<file path="config.mk">
export PLATFORM = sky130hd
export DESIGN_NAME = ring_detect_top
export DESIGN_NICKNAME = d
export VERILOG_FILES = /design/src/rtl/rd_pkg.sv /design/src/rtl/rd_sync.sv /design/src/rtl/rd_oneshot.sv /design/src/rtl/rd_irq.sv /design/src/rtl/rd_sample.sv /design/src/rtl/ring_detect_top.sv
export SDC_FILE = /design/constraint.sdc
export NUM_CORES = 1
export LEC_CHECK = 0
export ABC_AREA = 1
export BUFFER_PORTS_ARGS = -buffer_cell sky130_fd_sc_hd__buf_4
export CORE_MARGIN = 5
export CORE_UTILIZATION = 45
export DETAILED_ROUTE_END_ITERATION = 16
export REMOVE_ABC_BUFFERS = 1
export SETUP_SLACK_MARGIN = 0.05
export SYNTH_ARGS = -nofsm -noshare
export SYNTH_HDL_FRONTEND = slang
export SYNTH_SLANG_ARGS = --single-unit
</file>
<file path="constraint.sdc">
create_clock -name clk -period 3.1 [get_ports clk]
set_input_delay 0 -clock clk [delete_from_list [all_inputs] [get_ports clk]]
set_output_delay 0 -clock clk [all_outputs]
set_load 0.02 [all_outputs]
</file>
<file path="src/rtl/rd_pkg.sv">
package rd_pkg;
  localparam int CTL_W     = 5;
  localparam int B_FULL    = 0;
  localparam int B_POL     = 1;
  localparam int B_MASK    = 2;
  localparam int B_EDGE    = 3;
  localparam int B_CLR     = 4;
  localparam int SMP_W     = 16;
  localparam logic [SMP_W-1:0] SMP_RING = 16'h7FFF;
  localparam logic [SMP_W-1:0] SMP_HALF_IDLE = 16'h8000;

  typedef struct packed {
    logic edge_irq;
    logic mask;
    logic pol_high;
    logic full;
  } rd_cfg_t;
endpackage

</file>
<file path="src/rtl/rd_sync.sv">
module rd_sync #(
  parameter int W = 2
) (
  input  logic         clk,
  input  logic         rst_n,
  input  logic [W-1:0] d_i,
  output logic [W-1:0] q_o
);
  for (genvar i = 0; i < W; i++) begin : g_bit
    logic s1, s2;
    always_ff @(posedge clk or negedge rst_n) begin
      if (!rst_n) begin
        s1 <= 1'b0;
        s2 <= 1'b0;
      end else begin
        s1 <= d_i[i];
        s2 <= s1;
      end
    end
    assign q_o[i] = s2;
  end
endmodule

</file>
<file path="src/rtl/rd_oneshot.sv">
module rd_oneshot #(
  parameter int HOLD = 16
) (
  input  logic clk,
  input  logic rst_n,
  input  logic det_i,
  input  logic off_hook_i,
  output logic active_o
);
  localparam int CW = $clog2(HOLD + 1);
  localparam logic [CW-1:0] RELOAD = CW'(HOLD);

  logic [CW-1:0] cnt;
  logic          det_q;

  always_ff @(posedge clk or negedge rst_n) begin
    if (!rst_n) begin
      cnt   <= '0;
      det_q <= 1'b0;
    end else begin
      det_q <= det_i;
      if (off_hook_i)
        cnt <= '0;
      else if (det_i && !det_q)
        cnt <= RELOAD;
      else if (cnt != '0)
        cnt <= cnt - 1'b1;
    end
  end

  assign active_o = (cnt != '0);
endmodule

</file>
<file path="src/rtl/rd_irq.sv">
module rd_irq (
  input  logic clk,
  input  logic rst_n,
  input  logic det_i,
  input  logic active_i,
  input  logic mask_i,
  input  logic edge_i,
  input  logic clr_i,
  output logic irq_o
);
  logic det_q, act_q, set_ev;

  assign set_ev = (mask_i && active_i && !act_q) || (edge_i && (det_i != det_q));

  always_ff @(posedge clk or negedge rst_n) begin
    if (!rst_n) begin
      det_q <= 1'b0;
      act_q <= 1'b0;
      irq_o <= 1'b0;
    end else begin
      det_q <= det_i;
      act_q <= active_i;
      if (set_ev)
        irq_o <= 1'b1;
      else if (clr_i)
        irq_o <= 1'b0;
    end
  end
endmodule

</file>
<file path="src/rtl/rd_sample.sv">
module rd_sample
  import rd_pkg::*;
#(
  parameter logic [SMP_W-1:0] IDLE_CODE = 16'h04CC
) (
  input  logic             clk,
  input  logic             rst_n,
  input  logic             det_i,
  input  logic             full_i,
  input  logic             elig_i,
  input  logic             ready_i,
  output logic             valid_o,
  output logic [SMP_W-1:0] data_o
);
  logic [SMP_W-1:0] value;

  always_comb begin
    if (det_i)       value = SMP_RING;
    else if (full_i) value = IDLE_CODE;
    else             value = SMP_HALF_IDLE;
  end

  always_ff @(posedge clk or negedge rst_n) begin
    if (!rst_n) begin
      valid_o <= 1'b0;
      data_o  <= SMP_HALF_IDLE;
    end else if (!valid_o || ready_i) begin
      valid_o <= elig_i;
      data_o  <= value;
    end
  end
endmodule

</file>
<file path="src/rtl/ring_detect_top.sv">
module ring_detect_top
  import rd_pkg::*;
#(
  parameter int              HOLD_TICKS = 250_000_000,
  parameter logic [15:0]     IDLE_CODE  = 16'h04CC
) (
  input  logic             clk,
  input  logic             rst_n,
  input  logic             cmp_pos_i,
  input  logic             cmp_neg_i,
  input  logic             ctl_wr_i,
  input  logic [CTL_W-1:0] ctl_wdata_i,
  input  logic             off_hook_i,
  input  logic             link_up_i,
  input  logic             monitor_i,
  output logic             ring_ind_o,
  output logic             stat_pos_o,
  output logic             stat_neg_o,
  output logic             stat_active_o,
  output logic             irq_o,
  output logic             smp_valid_o,
  input  logic             smp_ready_i,
  output logic [15:0]      smp_data_o
);
  rd_cfg_t    cfg;
  logic [1:0] cmp_s;
  logic       ring_det;
  logic       clr_req;

  always_ff @(posedge clk or negedge rst_n) begin
    if (!rst_n)
      cfg <= '0;
    else if (ctl_wr_i) begin
      cfg.full     <= ctl_wdata_i[B_FULL];
      cfg.pol_high <= ctl_wdata_i[B_POL];
      cfg.mask     <= ctl_wdata_i[B_MASK];
      cfg.edge_irq <= ctl_wdata_i[B_EDGE];
    end
  end

  assign clr_req = ctl_wr_i && ctl_wdata_i[B_CLR];

  rd_sync #(.W(2)) u_sync (
    .clk(clk), .rst_n(rst_n),
    .d_i({cmp_neg_i, cmp_pos_i}),
    .q_o(cmp_s)
  );

  assign stat_pos_o = cmp_s[0];
  assign stat_neg_o = cmp_s[1];
  assign ring_det   = cmp_s[0] || (cfg.full && cmp_s[1]);
  assign ring_ind_o = cfg.pol_high ? ring_det : !ring_det;

  rd_oneshot #(.HOLD(HOLD_TICKS)) u_oneshot (
    .clk(clk), .rst_n(rst_n),
    .det_i(ring_det),
    .off_hook_i(off_hook_i),
    .active_o(stat_active_o)
  );

  rd_irq u_irq (
    .clk(clk), .rst_n(rst_n),
    .det_i(ring_det),
    .active_i(stat_active_o),
    .mask_i(cfg.mask),
    .edge_i(cfg.edge_irq),
    .clr_i(clr_req),
    .irq_o(irq_o)
  );

  rd_sample #(.IDLE_CODE(IDLE_CODE)) u_sample (
    .clk(clk), .rst_n(rst_n),
    .det_i(ring_det),
    .full_i(cfg.full),
    .elig_i(link_up_i && !off_hook_i && !monitor_i),
    .ready_i(smp_ready_i),
    .valid_o(smp_valid_o),
    .data_o(smp_data_o)
  );
endmodule

</file>
**Word-level counts from Yosys, hierarchy flattened**

Cells that the tools add are included.

- Input port bits: 14
- Logic and storage cells: 44
- Register bits: 56
- Output and inout bits: 22

- Multiplexer cells: 8
- Equal/unequal tests: 1
- Add/subtract/negate cells: 1
- Reductions and logical operators: 20

Operators by type and width:

| cell | number |
|---|---|
| two-way mux 28 bit | 3 |
| two-way mux 16 bit | 2 |
| nonzero test 28 bit | 1 |
| subtractor 28 x 1 -> 28 bit (second input constant) | 1 |
| logical AND 1 bit | 8 |
| logical NOT 1 bit | 6 |
| logical OR 1 bit | 3 |
| two-way mux 1 bit | 3 |
| nonzero test 3 bit | 1 |
| nonzero test 2 bit | 1 |
| inequality test 1 bit | 1 |

**Longest topological paths before layout**

- Depth after elaboration: 6
- Mapped depth: 10
- Depth with buffers taken out: 10

**Cells and area by module**

From an unflattened synthesis, not the netlist that was laid out.

- Cell total of the unflattened synthesis: 377
- Area total of the unflattened synthesis: 2703.8 µm²

Modules (own cells, without submodules):

| module | sequential area each (µm²) | instances | area an instance (µm²) | cells each |
|---|---|---|---|---|
| rd_oneshot | 725.7 | 1 | 1999.4 | 297 |
| rd_sample | 101.3 | 1 | 269.0 | 34 |
| ring_detect_top | 100.1 | 1 | 202.7 | 26 |
| rd_irq | 75.1 | 1 | 117.6 | 14 |
| rd_sync | 100.1 | 1 | 115.1 | 6 |

**Worst setup path before layout**

Ideal clock, no wire load.

- Kind: register to register
- Start point: register u_sync.g_bit[0].s2
- End point: register u_oneshot.cnt[21]
- Data required time: 2.984 ns
- Cell stages (with the launch flop): 9
- Data arrival time: 1.561 ns
- Path buffers: 1
- Period minus slack after synthesis: 1.678 ns
- Slack: 1.422 ns
- Library setup time: 0.116 ns
- Path through: dfrtp_1 inv_1 nand2_1 ha_1 inv_1 clkbuf_1 o21ai_0 nor2_1 nor2_2

- Word-level cells in the longest chain between the ends: 4
- Elaborated cells on any way between the ends: 5
- Those cells by class: mux (2); reduce/logical (3)

RTL lines:

| what | RTL line | source |
|---|---|---|
| start: declaration | rd_sync.sv:10 | `logic s1, s2;` |
| start signal: assignment | rd_sync.sv:14 | `s2 <= 1'b0;` |
| start signal: assignment | rd_sync.sv:17 | `s2 <= s1;` |
| logical OR 1 bit (*) | ring_detect_top.sv:51 | `assign ring_det = cmp_s[0] \|\| (cfg.full && cmp_s[1]);` |
| via ring_det | ring_detect_top.sv:27 | `logic ring_det;` |
| logical AND 1 bit (*) | rd_oneshot.sv:24 | `else if (det_i && !det_q)` |
| two-way mux 28 bit | rd_oneshot.sv:24 |  |
| two-way mux 28 bit | rd_oneshot.sv:22 | `if (off_hook_i)` |
| end signal: assignment | rd_oneshot.sv:27 | `cnt <= cnt - 1'b1;` |
| end: declaration | rd_oneshot.sv:13 | `logic [CW-1:0] cnt;` |

The timed path passes the listed nets; every way through them passes the cells marked *.
A chain may end at the register's enable or synchronous reset.

**Worst setup path in the final report**

- Start point: register u_sync.g_bit[0].s2
- End point: register u_oneshot.cnt[9]

Same word-level chain as after synthesis.

==> reports/metrics.yaml <==
synthMuxAreaShare: 0
cts_max_path_buffers: 2
ios: 36
clk_pin_slew_ps: 90
cts_tree: "built"
finalCritPeriodShare: 0.638
grt_pass1_wl_mm: 10.6
cpPeakStageDelay_ps: 620
wire_per_inst_um: 13.1
report.final.hold_viol_count: 0
gr-total-overflow: 0
area_growth_pct: 19.4
worst_pin_slew_ps: 828
crit_fanout: 24
status: "finished, final reports clean"
power.switching_mw: 0.803
viasPerCell: 4.76
rr_startpoint: "u_sync.g_bit[0].s2$_DFF_PN0_"
syn_area_mm2: 0.00268
worst-path-buf-inv: 2
htreeDepth: 2
synth_edf_count: 0
path_common_cell: "inv_1"
crit_start: "u_sync.g_bit[0].s2$_DFF_PN0_"
cts_root_buffer: "clkbuf_8"
clock_skew_ps: 5.55
maxCapViolations: 0
grt_antenna_before_repair: 0
syn_inst: 351
hpwl_mm: 4.46
die_w_um: 87.2
internal-power_mw: 1.16
yosys.area_share.simple: 0.408
drt_wl_total_mm: 6.17
crit_chain: "inv_1, nand2_1, ha_1, inv_1, o21ai_0, a21oi_1, nor2_2"
grt_start_max_net_pins: 44
slowest_stage: "inv_1"
synth_seq_cells: 43
finish.utilization: 0.547
detail_route.iter0.violations: 117
crit_cells: 7
synth_top_family_by_area: "simple AND/OR/NAND/NOR gates"
drtAntennaViolNets: 0
track_usage: 0.182
worstSetupPathType: "reg -> reg"
core_area_mm2: 0.00585
synthFlopType: "dfrtp_1"
endpoint_kind: "flip-flop"
drc_errors: 0
ctsResizeCount: 0
rsz0062_at_grt: "false"
yosys.area_share.xor_xnor: 0.00327
seqPwrFrac: 0.361
synth_compound_area_frac: 0.0518
report.final.slew_viol_count: 0
endpoint: "u_oneshot.cnt[9]$_DFFE_PN0P_"
cp_top_family: "buffers and inverters"
max_freq_mhz: 505
cts_sinks: 43
hold_path_class: "in -> reg"
synth_adder_area_share: 0.0140
reg2regPathDepth: 7
row_count: 28
drt_pass1_iterations: 4
fill_cells: 538
relSlewSlack: 0.447
layout-drive-gt1-share: 0.253
async_flop_share: 1.00
reg2reg_to: "u_oneshot.cnt[9]$_DFFE_PN0P_"
vias: 2238
first_global_vias: 2218
p_leak_nw: 1.65
avgSynthCellArea_um2: 7.64
final_nets: 411
power.density_mw_per_mm2: 612
swShare: 0.410
setup_viol: 0
fp.dieArea_mm2: 0.00760
synth-warning-count: 0
critical_path_arrival_ps: 2180
rrSetupSlack_ps: 1120
worstSetupStartpointType: "flip-flop"
vdd_ir_drop_max_mv: 0.303
required_ps: 3300
clock_power_share: 0.232
cts_buffers: 5
synth-seq-area-share: 0.402
port_buffers: 35
start_util: 0.458
place.gp.congestion: 0.877
mostFrequentLayoutCells: "78 x nand2_1, 47 x nor2_1, 43 x inv_1"
layout_commonest_cell: "nand2_1"
worstHoldStart: "off_hook_i"
yosysUniqueCellTypes: 38
p_comb_frac: 0.407
clock_latency_ps: 300
die_h_um: 87.2
diodes: 0
fin_setup_tns_ps: 0
fin_crit_ps: 1980
## routing by layer
layer / share of wire / vias up / wire length (µm) / track usage
met5: 0 / - / 0 / 0
met4: 0.016 / 0 / 101 / 0.0711
met3: 0.024 / 7 / 146 / 0.0227
met2: 0.49 / 36 / 3030 / 0.304
met1: 0.47 / 1030 / 2890 / 0.239
li1: - / 1165 / - / -
## cell type report
class,count,area (µm²),share of cell area
inverter,48,188,0.0586
multi-input combinational,242,1280,0.400
clock inverter,3,43.8,0.0137
timing repair buffer,54,450,0.141
sequential,43,1080,0.336
clock buffer,5,68.8,0.0215
tap,75,93.8,0.0293
## power groups by stage
stage	clock network, mW	logic (mW)	registers (mW)
2_1_floorplan	0	0.544	0.732
3_5_place_dp	0	0.777	0.717
4_1_cts	0.461	0.800	0.707
5_1_grt	0.485	0.899	0.719
3_3_place_gp	0	0.773	0.718
6_report	0.454	0.796	0.708
## worst reg2reg max path: stages (launching register included)
cell and delay [ps]:
dfrtp_1 390, inv_1 90, nand2_1 110, ha_1 240, inv_1 620, o21ai_0 190
a21oi_1 190, nor2_2 50
## cell families (layout without fill, tap and decap cells)
| logic type | Yosys count | count (layout) |
|---|---|---|
| adder cells (fa/ha/maj) | 3 | 3 |
| XOR/XNOR | 1 | 1 |
| AO/OA/AOI/OAI | 23 | 23 |
| buffers and inverters | 66 | 110 |
| flip-flops | 43 | 43 |
| AND/OR/NAND/NOR | 215 | 215 |
## through the flow
stage,instance area [µm²],cells,setup slack (ps),power [mW],hold slack (ps)
finish,3200,470,1120,1.96,21.2
detailed placement,2910,444,1100,1.49,36.3
CTS,3200,470,1090,1.97,15.4
global placement,2910,444,1160,1.49,33.5
floorplan,2540,333,1240,1.28,-296
global route,3200,470,912,2.10,28.8
## flip-flops by register name, indices dropped and copies added, names as in the netlist
| signal | cells |
|---|---|
| u_sync.g_bit.s2 | 2 |
| cfg | 4 |
| u_irq.det_q | 1 |
| u_irq.act_q | 1 |
| u_sample.data_o | 3 |
| u_oneshot.cnt | 28 |
| u_irq.irq_o | 1 |
| u_sample.valid_o | 1 |
| u_sync.g_bit.s1 | 2 |
## repair_timing
item                      4_1_cts  5_1_grt
buffers inserted                0        0
hold endpoints to repair       50        0
hold buffers                   18        0
## synth_stat cells, types with 2 or more instances
| master | number | area (µm²) |
|---|---|---|
| nand3_1 | 30 | 150 |
| o21ai_1 | 2 | 10.0 |
| or2_2 | 4 | 25.0 |
| nand2_1 | 78 | 293 |
| dfrtp_1 | 42 | 1050 |
| nand4_1 | 9 | 56.3 |
| nor2_2 | 23 | 144 |
| nor3_2 | 7 | 70.1 |
| nor2_8 | 2 | 40.0 |
| nor2_1 | 47 | 176 |
| ha_1 | 3 | 37.5 |
| clkbuf_1 | 2 | 7.51 |
| a21oi_1 | 6 | 30.0 |
| nand2_2 | 3 | 18.8 |
| inv_1 | 43 | 161 |
| nand2_4 | 3 | 33.8 |
| buf_4 | 13 | 97.6 |
| o21ai_0 | 9 | 45.0 |
| inv_2 | 3 | 11.3 |
| nor2_4 | 4 | 45.0 |
## worst min path at each step
stage,endpoint,slack [ps],depth (start not counted)
after global routing,u_oneshot.cnt[16]$_DFFE_PN0P_,30,2
after floorplan,cfg[0]$_DFFE_PN0P_,-300,0
after global placement,u_oneshot.cnt[18]$_DFFE_PN0P_,30,1
after detailed placement,u_oneshot.cnt[27]$_DFFE_PN0P_,40,1
final,u_oneshot.cnt[4]$_DFFE_PN0P_,20,2
after CTS,u_oneshot.cnt[4]$_DFFE_PN0P_,20,2
Power figures use the tool's default switching activity.
